<file path="config.mk">
export PLATFORM = sky130hd
export DESIGN_NAME = acell_allocator
export DESIGN_NICKNAME = d
export VERILOG_FILES = /design/src/rtl/acell_pkg.sv /design/src/rtl/acell_history.sv /design/src/rtl/acell_lock_table.sv /design/src/rtl/acell_event_queue.sv /design/src/rtl/acell_conv_fifo.sv /design/src/rtl/acell_allocator.sv
export SDC_FILE = /design/constraint.sdc
export NUM_CORES = 2
export LEC_CHECK = 0
export BUFFER_PORTS_ARGS = -buffer_cell sky130_fd_sc_hd__clkbuf_2
export CAP_MARGIN = 20
export CORE_MARGIN = 3
export CORE_UTILIZATION = 40
export CTS_CLUSTER_SIZE = 16
export DETAILED_ROUTE_END_ITERATION = 12
export GPL_TIMING_DRIVEN = 1
export PLACE_DENSITY = 0.55
export SYNTH_ARGS = -nofsm -noshare
export SYNTH_HDL_FRONTEND = slang
export SYNTH_SLANG_ARGS = --single-unit
export TNS_END_PERCENT = 5
</file>
<file path="constraint.sdc">
create_clock -name clk -period 8.2 [get_ports clk]
set_clock_uncertainty 0.15 [all_clocks]
set_input_delay 2.46 -clock clk [delete_from_list [all_inputs] [get_ports clk]]
set_output_delay 2.46 -clock clk [all_outputs]
set_load 0.03 [all_outputs]
</file>
<file path="src/rtl/acell_pkg.sv">
`timescale 1ns/1ps
package acell_pkg;
   localparam int DEF_CELLS      = 64;
   localparam int DEF_SAMPLES    = 4;
   localparam int DEF_MAX_EVENTS = 5;
   localparam int DEF_LOOKBACK   = 40;

   // wrap an index into a ring of the given depth
   function automatic int ring_add(input int base, input int step, input int depth);
      int s;
      s = base + step;
      if (s >= depth) s = s - depth;
      return s;
   endfunction
endpackage

</file>
<file path="src/rtl/acell_history.sv">
`timescale 1ns/1ps
module acell_history #(
   parameter int CELLS = 64,
   parameter int AW    = 6,
   parameter int DEPTH = 43
) (
   input  logic                clk,
   input  logic                rst_n,
   input  logic [AW-1:0]       wr_cell,
   output logic [DEPTH*AW-1:0] taps
);
   // taps entry k holds the cell written k+1 clocks ago
   logic [DEPTH*AW-1:0] hist_q;

   generate
      if (DEPTH >= CELLS) begin : g_bad_depth
         $error("history deeper than the cell ring");
      end
      if (DEPTH > 1) begin : g_shift_long
         always_ff @(posedge clk) begin
            if (!rst_n) begin
               for (int k = 0; k < DEPTH; k++) hist_q[k*AW +: AW] <= AW'(CELLS-1-k);
            end else begin
               hist_q <= {hist_q[(DEPTH-1)*AW-1:0], wr_cell};
            end
         end
      end else begin : g_shift_one
         always_ff @(posedge clk) begin
            if (!rst_n) hist_q <= AW'(CELLS-1);
            else        hist_q <= wr_cell;
         end
      end
   endgenerate

   assign taps = hist_q;
endmodule

</file>
<file path="src/rtl/acell_lock_table.sv">
`timescale 1ns/1ps
module acell_lock_table #(
   parameter int CELLS   = 64,
   parameter int AW      = 6,
   parameter int SAMPLES = 4,
   parameter int MAX_REF = 5
) (
   input  logic                  clk,
   input  logic                  rst_n,
   input  logic                  acq,
   input  logic [SAMPLES*AW-1:0] acq_cells,
   input  logic                  rel,
   input  logic [SAMPLES*AW-1:0] rel_cells,
   output logic [AW-1:0]         wr_cell
);
   localparam int RW = $clog2(MAX_REF+1);

   logic [CELLS-1:0] locked_q;
   logic [CELLS-1:0] locked_nxt;
   logic [AW-1:0]    wr_q;
   logic [AW-1:0]    wr_nxt;

   generate
      if (CELLS != (1 << AW)) begin : g_bad_ring
         $error("cell count must be a power of two matching the address width");
      end
      for (genvar c = 0; c < CELLS; c++) begin : g_cell
         logic [RW-1:0] cnt_q;
         logic [RW-1:0] cnt_nxt;
         logic          hit_acq;
         logic          hit_rel;

         always_comb begin
            hit_acq = 1'b0;
            hit_rel = 1'b0;
            for (int j = 0; j < SAMPLES; j++) begin
               hit_acq = hit_acq | (acq && (acq_cells[j*AW +: AW] == AW'(c)));
               hit_rel = hit_rel | (rel && (rel_cells[j*AW +: AW] == AW'(c)));
            end
         end

         always_comb begin
            cnt_nxt = cnt_q;
            if (hit_acq && !hit_rel)      cnt_nxt = cnt_q + RW'(1);
            else if (!hit_acq && hit_rel) cnt_nxt = cnt_q - RW'(1);
         end

         always_ff @(posedge clk) begin
            if (!rst_n) cnt_q <= '0;
            else        cnt_q <= cnt_nxt;
         end

         assign locked_q[c]   = (cnt_q != '0);
         assign locked_nxt[c] = (cnt_nxt != '0);

         // a shared cell never counts beyond the events that may hold it
         assert_ref_bound_R7: assert property (@(posedge clk) disable iff (!rst_n)
            cnt_q <= RW'(MAX_REF));
         // a release never hits a cell that no event holds
         assert_release_held_R7: assert property (@(posedge clk) disable iff (!rst_n)
            hit_rel |-> (cnt_q != '0));
      end
   endgenerate

   // next free cell above the current one, searched against the updated locks
   always_comb begin
      logic [AW-1:0] idx;
      wr_nxt = wr_q;
      for (int i = CELLS-1; i >= 1; i--) begin
         idx = wr_q + AW'(i);
         if (!locked_nxt[idx]) wr_nxt = idx;
      end
   end

   always_ff @(posedge clk) begin
      if (!rst_n) wr_q <= '0;
      else        wr_q <= wr_nxt;
   end

   assign wr_cell = wr_q;

   // the cell offered for writing is never held by an event
   assert_write_unlocked_R2: assert property (@(posedge clk) disable iff (!rst_n)
      !locked_q[wr_q]);
   // the write position moves every beam clock
   assert_advance_R2: assert property (@(posedge clk) disable iff (!rst_n)
      1'b1 |=> (wr_q != $past(wr_q)));
endmodule

</file>
<file path="src/rtl/acell_event_queue.sv">
`timescale 1ns/1ps
module acell_event_queue #(
   parameter int W     = 24,
   parameter int DEPTH = 5
) (
   input  logic                       clk,
   input  logic                       rst_n,
   input  logic                       push,
   input  logic [W-1:0]               push_data,
   input  logic                       pop,
   output logic [W-1:0]               head,
   output logic                       valid,
   output logic                       full,
   output logic [$clog2(DEPTH+1)-1:0] count
);
   localparam int PW = (DEPTH > 1) ? $clog2(DEPTH) : 1;
   localparam int CW = $clog2(DEPTH+1);

   logic [W-1:0]  mem [DEPTH];
   logic [PW-1:0] rp_q, wp_q;
   logic [CW-1:0] cnt_q;

   function automatic logic [PW-1:0] bump(input logic [PW-1:0] p);
      return (p == PW'(DEPTH-1)) ? '0 : p + PW'(1);
   endfunction

   always_ff @(posedge clk) begin
      if (push) mem[wp_q] <= push_data;
   end

   always_ff @(posedge clk) begin
      if (!rst_n) begin
         rp_q  <= '0;
         wp_q  <= '0;
         cnt_q <= '0;
      end else begin
         if (push) wp_q <= bump(wp_q);
         if (pop)  rp_q <= bump(rp_q);
         if (push && !pop)      cnt_q <= cnt_q + CW'(1);
         else if (!push && pop) cnt_q <= cnt_q - CW'(1);
      end
   end

   assign head  = mem[rp_q];
   assign valid = (cnt_q != '0);
   assign full  = (cnt_q == CW'(DEPTH));
   assign count = cnt_q;

   // no event is stored once the list is full
   assert_no_overflow_R8: assert property (@(posedge clk) disable iff (!rst_n)
      push |-> !full);
   // a release with no new event shortens the list by one
   assert_release_step_R6: assert property (@(posedge clk) disable iff (!rst_n)
      (pop && !push) |=> (cnt_q == $past(cnt_q) - CW'(1)));
endmodule

</file>
<file path="src/rtl/acell_conv_fifo.sv">
`timescale 1ns/1ps
module acell_conv_fifo #(
   parameter int AW    = 6,
   parameter int NPUSH = 4,
   parameter int DEPTH = 20
) (
   input  logic                clk,
   input  logic                rst_n,
   input  logic                push,
   input  logic [NPUSH*AW-1:0] push_cells,
   input  logic                pop,
   output logic [AW-1:0]       head,
   output logic                empty,
   output logic                room
);
   import acell_pkg::*;
   localparam int PW = $clog2(DEPTH);
   localparam int CW = $clog2(DEPTH+1);

   logic [AW-1:0] mem [DEPTH];
   logic [PW-1:0] rp_q, wp_q;
   logic [CW-1:0] cnt_q;

   generate
      if (NPUSH > DEPTH) begin : g_bad_fifo
         $error("conversion list shallower than one event");
      end
   endgenerate

   always_ff @(posedge clk) begin
      if (push) begin
         for (int j = 0; j < NPUSH; j++)
            mem[PW'(ring_add(int'(wp_q), j, DEPTH))] <= push_cells[j*AW +: AW];
      end
   end

   always_ff @(posedge clk) begin
      if (!rst_n) begin
         rp_q  <= '0;
         wp_q  <= '0;
         cnt_q <= '0;
      end else begin
         if (push) wp_q <= PW'(ring_add(int'(wp_q), NPUSH, DEPTH));
         if (pop)  rp_q <= PW'(ring_add(int'(rp_q), 1, DEPTH));
         cnt_q <= cnt_q + (push ? CW'(NPUSH) : CW'(0)) - (pop ? CW'(1) : CW'(0));
      end
   end

   assign head  = mem[rp_q];
   assign empty = (cnt_q == '0);
   assign room  = (cnt_q <= CW'(DEPTH-NPUSH));

   // a whole event always fits when it is queued
   assert_no_overflow_R4: assert property (@(posedge clk) disable iff (!rst_n)
      push |-> (cnt_q <= CW'(DEPTH-NPUSH)));
   // removal only happens from a non-empty list
   assert_pop_guard_R4: assert property (@(posedge clk) disable iff (!rst_n)
      pop |-> !empty);
   // a read with no new event shortens the list by one
   assert_read_step_R4: assert property (@(posedge clk) disable iff (!rst_n)
      (pop && !push) |=> (cnt_q == $past(cnt_q) - CW'(1)));
endmodule

</file>
<file path="src/rtl/acell_allocator.sv">
`timescale 1ns/1ps
module acell_allocator #(
   parameter int CELLS      = acell_pkg::DEF_CELLS,
   parameter int SAMPLES    = acell_pkg::DEF_SAMPLES,
   parameter int MAX_EVENTS = acell_pkg::DEF_MAX_EVENTS,
   parameter int LOOKBACK   = acell_pkg::DEF_LOOKBACK,
   parameter int AW         = $clog2(CELLS)
) (
   input  logic                  clk,
   input  logic                  rst_n,
   input  logic                  lvl1_trig,
   input  logic                  conv_done,
   input  logic                  conv_rd,
   output logic [AW-1:0]         wr_cell,
   output logic                  busy,
   output logic                  conv_empty,
   output logic [AW-1:0]         conv_cell,
   output logic                  evt_valid,
   output logic [SAMPLES*AW-1:0] evt_cells
);
   localparam int HIST  = LOOKBACK + SAMPLES - 1;
   localparam int FDEP  = MAX_EVENTS * SAMPLES;
   localparam int EW    = SAMPLES * AW;
   localparam int ECW   = $clog2(MAX_EVENTS+1);

   generate
      if (LOOKBACK < 1 || SAMPLES < 1 || MAX_EVENTS < 1) begin : g_bad_cfg
         $error("look-back, sample and event counts must be positive");
      end
      if (CELLS - FDEP <= HIST) begin : g_bad_margin
         $error("free cells cannot cover the look-back window");
      end
   endgenerate

   logic [HIST*AW-1:0] taps;
   logic [EW-1:0]      sel_cells;
   logic               accept, release_evt, rd_ok;
   logic               evt_full, fifo_room;
   logic [ECW-1:0]     evt_count;

   acell_history #(.CELLS(CELLS), .AW(AW), .DEPTH(HIST)) u_history (
      .clk(clk), .rst_n(rst_n), .wr_cell(wr_cell), .taps(taps));

   // sample j is the cell written LOOKBACK+SAMPLES-1-j clocks before the trigger
   generate
      for (genvar j = 0; j < SAMPLES; j++) begin : g_pick
         assign sel_cells[j*AW +: AW] = taps[(HIST-1-j)*AW +: AW];
      end
   endgenerate

   assign busy        = evt_full || !fifo_room;
   assign accept      = lvl1_trig && !busy;
   assign release_evt = conv_done && evt_valid;
   assign rd_ok       = conv_rd && !conv_empty;

   acell_lock_table #(.CELLS(CELLS), .AW(AW), .SAMPLES(SAMPLES), .MAX_REF(MAX_EVENTS)) u_locks (
      .clk(clk), .rst_n(rst_n),
      .acq(accept), .acq_cells(sel_cells),
      .rel(release_evt), .rel_cells(evt_cells),
      .wr_cell(wr_cell));

   acell_event_queue #(.W(EW), .DEPTH(MAX_EVENTS)) u_events (
      .clk(clk), .rst_n(rst_n),
      .push(accept), .push_data(sel_cells), .pop(release_evt),
      .head(evt_cells), .valid(evt_valid), .full(evt_full), .count(evt_count));

   acell_conv_fifo #(.AW(AW), .NPUSH(SAMPLES), .DEPTH(FDEP)) u_conv (
      .clk(clk), .rst_n(rst_n),
      .push(accept), .push_cells(sel_cells), .pop(rd_ok),
      .head(conv_cell), .empty(conv_empty), .room(fifo_room));

   // a dropped trigger leaves the event list untouched
   assert_drop_R8: assert property (@(posedge clk) disable iff (!rst_n)
      (lvl1_trig && busy && !release_evt) |=> $stable(evt_count));
   // a release with no pending event leaves the list empty
   assert_idle_release_R6: assert property (@(posedge clk) disable iff (!rst_n)
      (conv_done && !evt_valid && !lvl1_trig) |=> !evt_valid);
endmodule

</file>
; ---- After elaboration in Yosys (flattened, before gate mapping)
; Memory sizes are Yosys's and may differ from the RTL's. A register that Yosys moved wholly into a read port is not among the register bits.
; Cells that the tools add are included.
[word_totals]
reg_bits = 480
mem_count = 2
input_bits = 5
wordCells = 2437
mem_bits_rw = 240
output_inout_bits = 39
[memory_table]
columns = name, words, word_bits, rd, rd_clocked_by_memory_dff, write_ports, line
row1 = u_conv.mem, 20, 6, 1, 1, 4, acell_conv_fifo.sv:20  ; logic [AW-1:0] mem [DEPTH];
row2 = u_events.mem, 5, 24, 1, 1, 1, acell_event_queue.sv:19  ; logic [W-1:0] mem [DEPTH];
[op_classes]
mux = 339
add_sub_neg = 208
n_eq_ne = 508
n_reduce_logical = 854
bitwise_logic = 384
n_lt_le_gt_ge = 70
[ops]
columns = op, count
row1 = $eq 6x6->1 const B, 256
row2 = $eq 6x5->1 const B, 128
row3 = $logic_and 1x1->1, 645
row4 = $lt 6x7->1 const B, 63
row5 = $mux 3, 135
row6 = $eq 6x4->1 const B, 64
row7 = $or 1x1->1, 384
row8 = $bmux 1 s6, 63
row9 = $mux 6, 63
row10 = $add 3x1->3 const B, 67
row11 = $reduce_bool 3->1, 65
row12 = $sub 3x1->3 const B, 65
row13 = $add 6x6->6 const B, 32
row14 = $eq 6x3->1 const B, 32
row15 = $logic_not 1->1, 133
row16 = $add 6x5->6 const B, 16
row17 = $eq 6x2->1 const B, 16
row18 = $mux 1, 66
row19 = $ne 63x63->1 const B, 1
row20 = $mux 5, 12
row21 = $add 6x4->6 const B, 8
row22 = $eq 6x1->1 const B, 8
row23 = $logic_not 6->1, 8
row24 = $ge 6x5->1 const B, 5
row25 = 15 further kinds, 28

; ---- Logic depth before layout (Yosys ltp)
[depth]
word_depth = 79
ltp_mapped = 26
mapped_depth_nobuf = 20

; ---- Hierarchy
; A second synthesis with hierarchy kept.
[unflattened]
hier_cells = 6307
area_unflattened_um2 = 54498.5
[modules_own_cells]
columns = mod, area_each_um2, cells_per_inst, n_inst, seq_area_each_um2
row1 = acell_lock_table, 36248.5, 5080, 1, 3963.8
row2 = acell_history, 6924.1, 544, 1, 5165.0
row3 = acell_conv_fifo, 5865.6, 362, 1, 3963.8
row4 = acell_event_queue, 5432.7, 317, 1, 3843.7
row5 = acell_allocator, 27.5, 4, 1, 0.0

; ---- Worst setup path after synthesis
; Ideal clock, no wire load.
[synth_path]
path_kind = input port to flip-flop
start = input port conv_done
end = register u_locks.wr_q[1] (netlist: u_locks.wr_cell[1])
required_ps = 7912
slack_ps = 311
arrival_ps = 7601
stages = 20
path_buffers = 4
setup_ps = 138
cell_sequence = o31a_1 inv_1 clkbuf_1 buf_1 clkbuf_1 clkbuf_1 a221oi_1 nor2_1 o41ai_1 a31oi_1 nor2_1 mux4_2 mux4_2 or3_1 or4_1 or3_1 or4b_4 and4_1 o2111ai_1 o32ai_2
[synth_between]
elab_chain_len = 73
elab_cells_between_ends = 1022
cone_classes = 1 x eq/ne / 316 x mux / 192 x bitwise / 513 x reduce/logical
[synth_lines]
columns = item, line
row1 = "start, declared", acell_allocator.sv:12  ; input logic conv_done,
row2 = $logic_and 1x1->1 (*), acell_allocator.sv:53  ; assign release_evt = conv_done && evt_valid;
row3 = $logic_and 1x1->1, acell_lock_table.sv:38  ; hit_rel = hit_rel | (rel && (rel_cells[j*AW +: AW] == AW'(c)));
row4 = $or 1x1->1 (3 in a row), acell_lock_table.sv:38
row5 = $logic_and 1x1->1 / $logic_not 1->1 (equally long branches), "acell_lock_table.sv:45, acell_lock_table.sv:44"
row6 = $mux 3 / $logic_and 1x1->1 (equally long branches), "acell_lock_table.sv:45, acell_lock_table.sv:44"
row7 = $mux 3, acell_lock_table.sv:44  ; if (hit_acq && !hit_rel) cnt_nxt = cnt_q + RW'(1);
row8 = $reduce_bool 3->1, acell_lock_table.sv:54  ; assign locked_nxt[c] = (cnt_nxt != '0);
row9 = $bmux 1 s6, acell_lock_table.sv:71  ; if (!locked_nxt[idx]) wr_nxt = idx;
row10 = $mux 1 (not written as such), acell_lock_table.sv:71
row11 = $mux 6 (62 in a row), acell_lock_table.sv:71
row12 = "end signal, assigned", acell_lock_table.sv:77  ; else wr_q <= wr_nxt;
row13 = "end, declared", acell_lock_table.sv:20  ; logic [AW-1:0] wr_q;
; Mark *: on every way between the ends. The rest lies on a longest branch, timed or not. The select of a mux whose other input is x is not followed.
; A chain may end at the register's enable or synchronous reset.

; ---- Worst setup path in the final report
[layout_path]
start = input port lvl1_trig
end = register u_locks.wr_q[2] (netlist: u_locks.wr_cell[2])
[layout_between]
elab_chain_len = 74
elab_cells_between_ends = 1022
cone_classes = 1 x eq/ne / 316 x mux / 192 x bitwise / 513 x reduce/logical
[layout_lines]
columns = item, line
row1 = "start, declared", acell_allocator.sv:11  ; input logic lvl1_trig,
row2 = $logic_and 1x1->1 (*), acell_allocator.sv:52  ; assign accept = lvl1_trig && !busy;
row3 = $logic_and 1x1->1, acell_lock_table.sv:37  ; hit_acq = hit_acq | (acq && (acq_cells[j*AW +: AW] == AW'(c)));
row4 = $or 1x1->1 (3 in a row), acell_lock_table.sv:37
row5 = $logic_not 1->1, acell_lock_table.sv:45  ; else if (!hit_acq && hit_rel) cnt_nxt = cnt_q - RW'(1);
row6 = $logic_and 1x1->1, acell_lock_table.sv:45
row7 = $mux 3, acell_lock_table.sv:45
row8 = $mux 3, acell_lock_table.sv:44
row9 = $reduce_bool 3->1, acell_lock_table.sv:54
row10 = $bmux 1 s6, acell_lock_table.sv:71
row11 = $mux 1 (not written as such), acell_lock_table.sv:71
row12 = $mux 6 (62 in a row), acell_lock_table.sv:71
; Marked as above.

==> impl_metrics.env <==
export IMPL_status="finished clean"
export IMPL_clock_path_buffers=3
export IMPL_antenna_found_initial=16
export IMPL_path_max_fanout=11
export IMPL_critPathArrivalTime_ps=8600
export IMPL_cts_hold_buffers=0
export IMPL_min_path_type="flop to flop"
export IMPL_setup_viol=0
export IMPL_yosysTopAreaCell="dfxtp_1"
export IMPL_initial_core_util_pct=40.4
export IMPL_ys_top_cells_by_area="dfxtp_1, edfxtp_1, mux2i_1"
export IMPL_cts_inserted_buffers=82
export IMPL_tns_ps=0
export IMPL_path_common_cell="buf_4"
export IMPL_cts_htree_levels=3
export IMPL_drt_initial_drc_count=8258
export IMPL_ctsResizeCount=0
export IMPL_track_usage_pct=40.8
export IMPL_insertion_delay_ps=710
export IMPL_min_period_ps=8080
export IMPL_drc=0
export IMPL_fin_nets=8011
export IMPL_fin_ws_ps=121
export IMPL_drv_slew=0
export IMPL_ys_types=119
export IMPL_cts_sinks=726
export IMPL_crit_path_max_incr_delay_ps=960
export IMPL_syn_nets=6798
export IMPL_drive_gt1_share_pct=25.2
export IMPL_avgViaCountPerCell=6.50
export IMPL_multi_input_area_sq_um=36500
export IMPL_syn_inst=6626
export IMPL_final_antenna_net_count=0
export IMPL_final_cell_mix="buf_4, nand2_1, nor2_1"
export IMPL_place_area_sq_um=68600
export IMPL_cts_root_buf="clkbuf_16"
export IMPL_ys_ff_latch=726
export IMPL_synth_edf_count=240
export IMPL_layout_commonest_cell="buf_4"
export IMPL_grt_max_degree=165
export IMPL_fin_area_sq_um=71500
export IMPL_worstMarginPinSlew_ps=1430
export IMPL_grt_pass1_wl_um=423000
export IMPL_die_h_um=379
export IMPL_synth_flop_cell="dfxtp_1"
export IMPL_post_cts_buffers=0
export IMPL_io_pins=44
export IMPL_timing_final_crit_share_pct=98.5
export IMPL_overflow=0
export IMPL_seqCellArea_sq_um=17000
export IMPL_end_kind="flop"
export IMPL_cts_tree="built"
export IMPL_n_fill_cell=13099
export IMPL_regToRegSetupSlack_ps=210
export IMPL_utilization_pct=51.9
export IMPL_drt_wirelength_per_cell_um=31.1
export IMPL_dr_pass1_iters=10
export IMPL_die_area_sq_um=143000
export IMPL_fmax_mhz=124
export IMPL_seq_area_frac_synth_pct=30.5
export IMPL_place_gp_congestion=1.09
export IMPL_synth_cell_area_sq_um=55500
export IMPL_areaGrowthSynthToFinish_pct=28.6
export IMPL_dieWidth_um=379
export IMPL_numPortBuffers=43
export IMPL_crit_chain="clkbuf_2 -> nand3_2 -> inv_2 -> buf_4 -> o21a_1 -> nor2_1 -> a221oi_1 -> a21oi_1 -> a21oi_1 -> nor4_1 -> a31oi_1 -> a21oi_1 -> a31oi_1 -> buf_4 -> nor2_1 -> o21ai_0 -> buf_4 -> nand2_1 -> buf_4 -> a221oi_1 -> o211ai_1 -> nor4_1 -> a221oi_1 -> a21boi_1"
export IMPL_finalWirelength_um=302000
export IMPL_path_class="input port to flop"
export IMPL_rsz0062_at_grt="yes"
export IMPL_place_hpwl_um=236000
export IMPL_grt_pass1_vias=58929
export IMPL_ys_warn_count=0
export IMPL_slew_headroom_pct=4.85
export IMPL_maxCapViolations=0
export IMPL_vias=63018
export IMPL_hold_violations=0
export IMPL_synth_area_per_cell_sq_um=8.38
export IMPL_synth_top_area_share_pct=17.5
export IMPL_place_ws_ps=-408
export IMPL_path_clk_slew_ps=60
export IMPL_num_rows=136
export IMPL_core_area_sq_um=138000
export IMPL_startpoint_type="input port"
export IMPL_async_flop_share_pct=0
export IMPL_critPathRequiredTime_ps=8720
export IMPL_worst_path_max_delay_cell="a31oi_1"
[area by class of cell]
type	instances	area share [%]
inverter	256	1.36
multi-input combinational	5278	51.1
tap	1794	3.14
clock inverter	36	0.692
timing repair buffer	1495	16.7
antenna	8	0.0280
clock buffer	109	3.21
sequential	726	23.7
[worst paths after layout]
| kind | start | to | cells after the start |
|---|---|---|---|
| setup / recovery | lvl1_trig | u_locks.wr_cell[2] | 24 |
| hold / removal | u_history.taps[121] | u_history.taps[127] | 1 |
| setup reg to reg | flop | u_locks.wr_cell[1] | 26 |
| hold reg to reg | u_history.taps[121] | u_history.taps[127] | 1 |
[critical path, delay by kind of cell]
| kind | cells | cell delay (ps) |
|---|---|---|
| compound gates | 12 | 4170 |
| buf+inv | 6 | 1210 |
| simple gates | 6 | 740 |
[through the flow]
step / hold slack, ps / instances
after global placement: 239 / 9543
after global routing: 258 / 9694
final: 230 / 9702
after CTS: 239 / 9691
after floorplan: 236 / 6626
after detailed placement: 242 / 9546
[registers in the layout, indices dropped and copies added, names as in the netlist, 5 cells and up, named ones only]
signal	flops
u_history.taps	258
u_locks.g_cell.cnt_q	192
u_conv.mem	120
u_events.mem	120
u_locks.wr_cell	6
u_conv.cnt_q	5
u_conv.rp_q	5
[metal layers]
layer  vias up  GRT usage (%)  wire, um
met5         -              0         6
met4         2           31.1     28500
met3      1100           10.7     33300
met2      4007           59.3    122000
met1     30291           51.5    118000
li1      27618              -         -
[Yosys cell counts, drive strengths merged (61+ instances only)]
cell and number:
nand2 589, nor2 585, dfxtp 486, o21ai 304
a21oi 290, clkbuf 285, inv 252, edfxtp 240
nor3 239, nand2b 233, mux2i 226, xnor2 202
o22ai 190, and2 183, nand3 173, ha 165
a211oi 124, buf 81, o211ai 77, nor4 75
a22oi 72, mux2 71, mux4 70, nand4 69
or2 68, a31oi 67, a32oi 61
[logic make-up after synthesis]
kind of cell,Yosys count,synth area share (%)
flops,726,30.5
compound gates,1957,25.5
buf+inv,622,4.38
simple gates,2506,22.9
fa+ha+maj,206,4.49
xor+xnor,242,3.82
mux,367,8.35
Power is not shown: default switching activity piles up to over one toggle a cycle in this logic, so the estimate is an artifact.
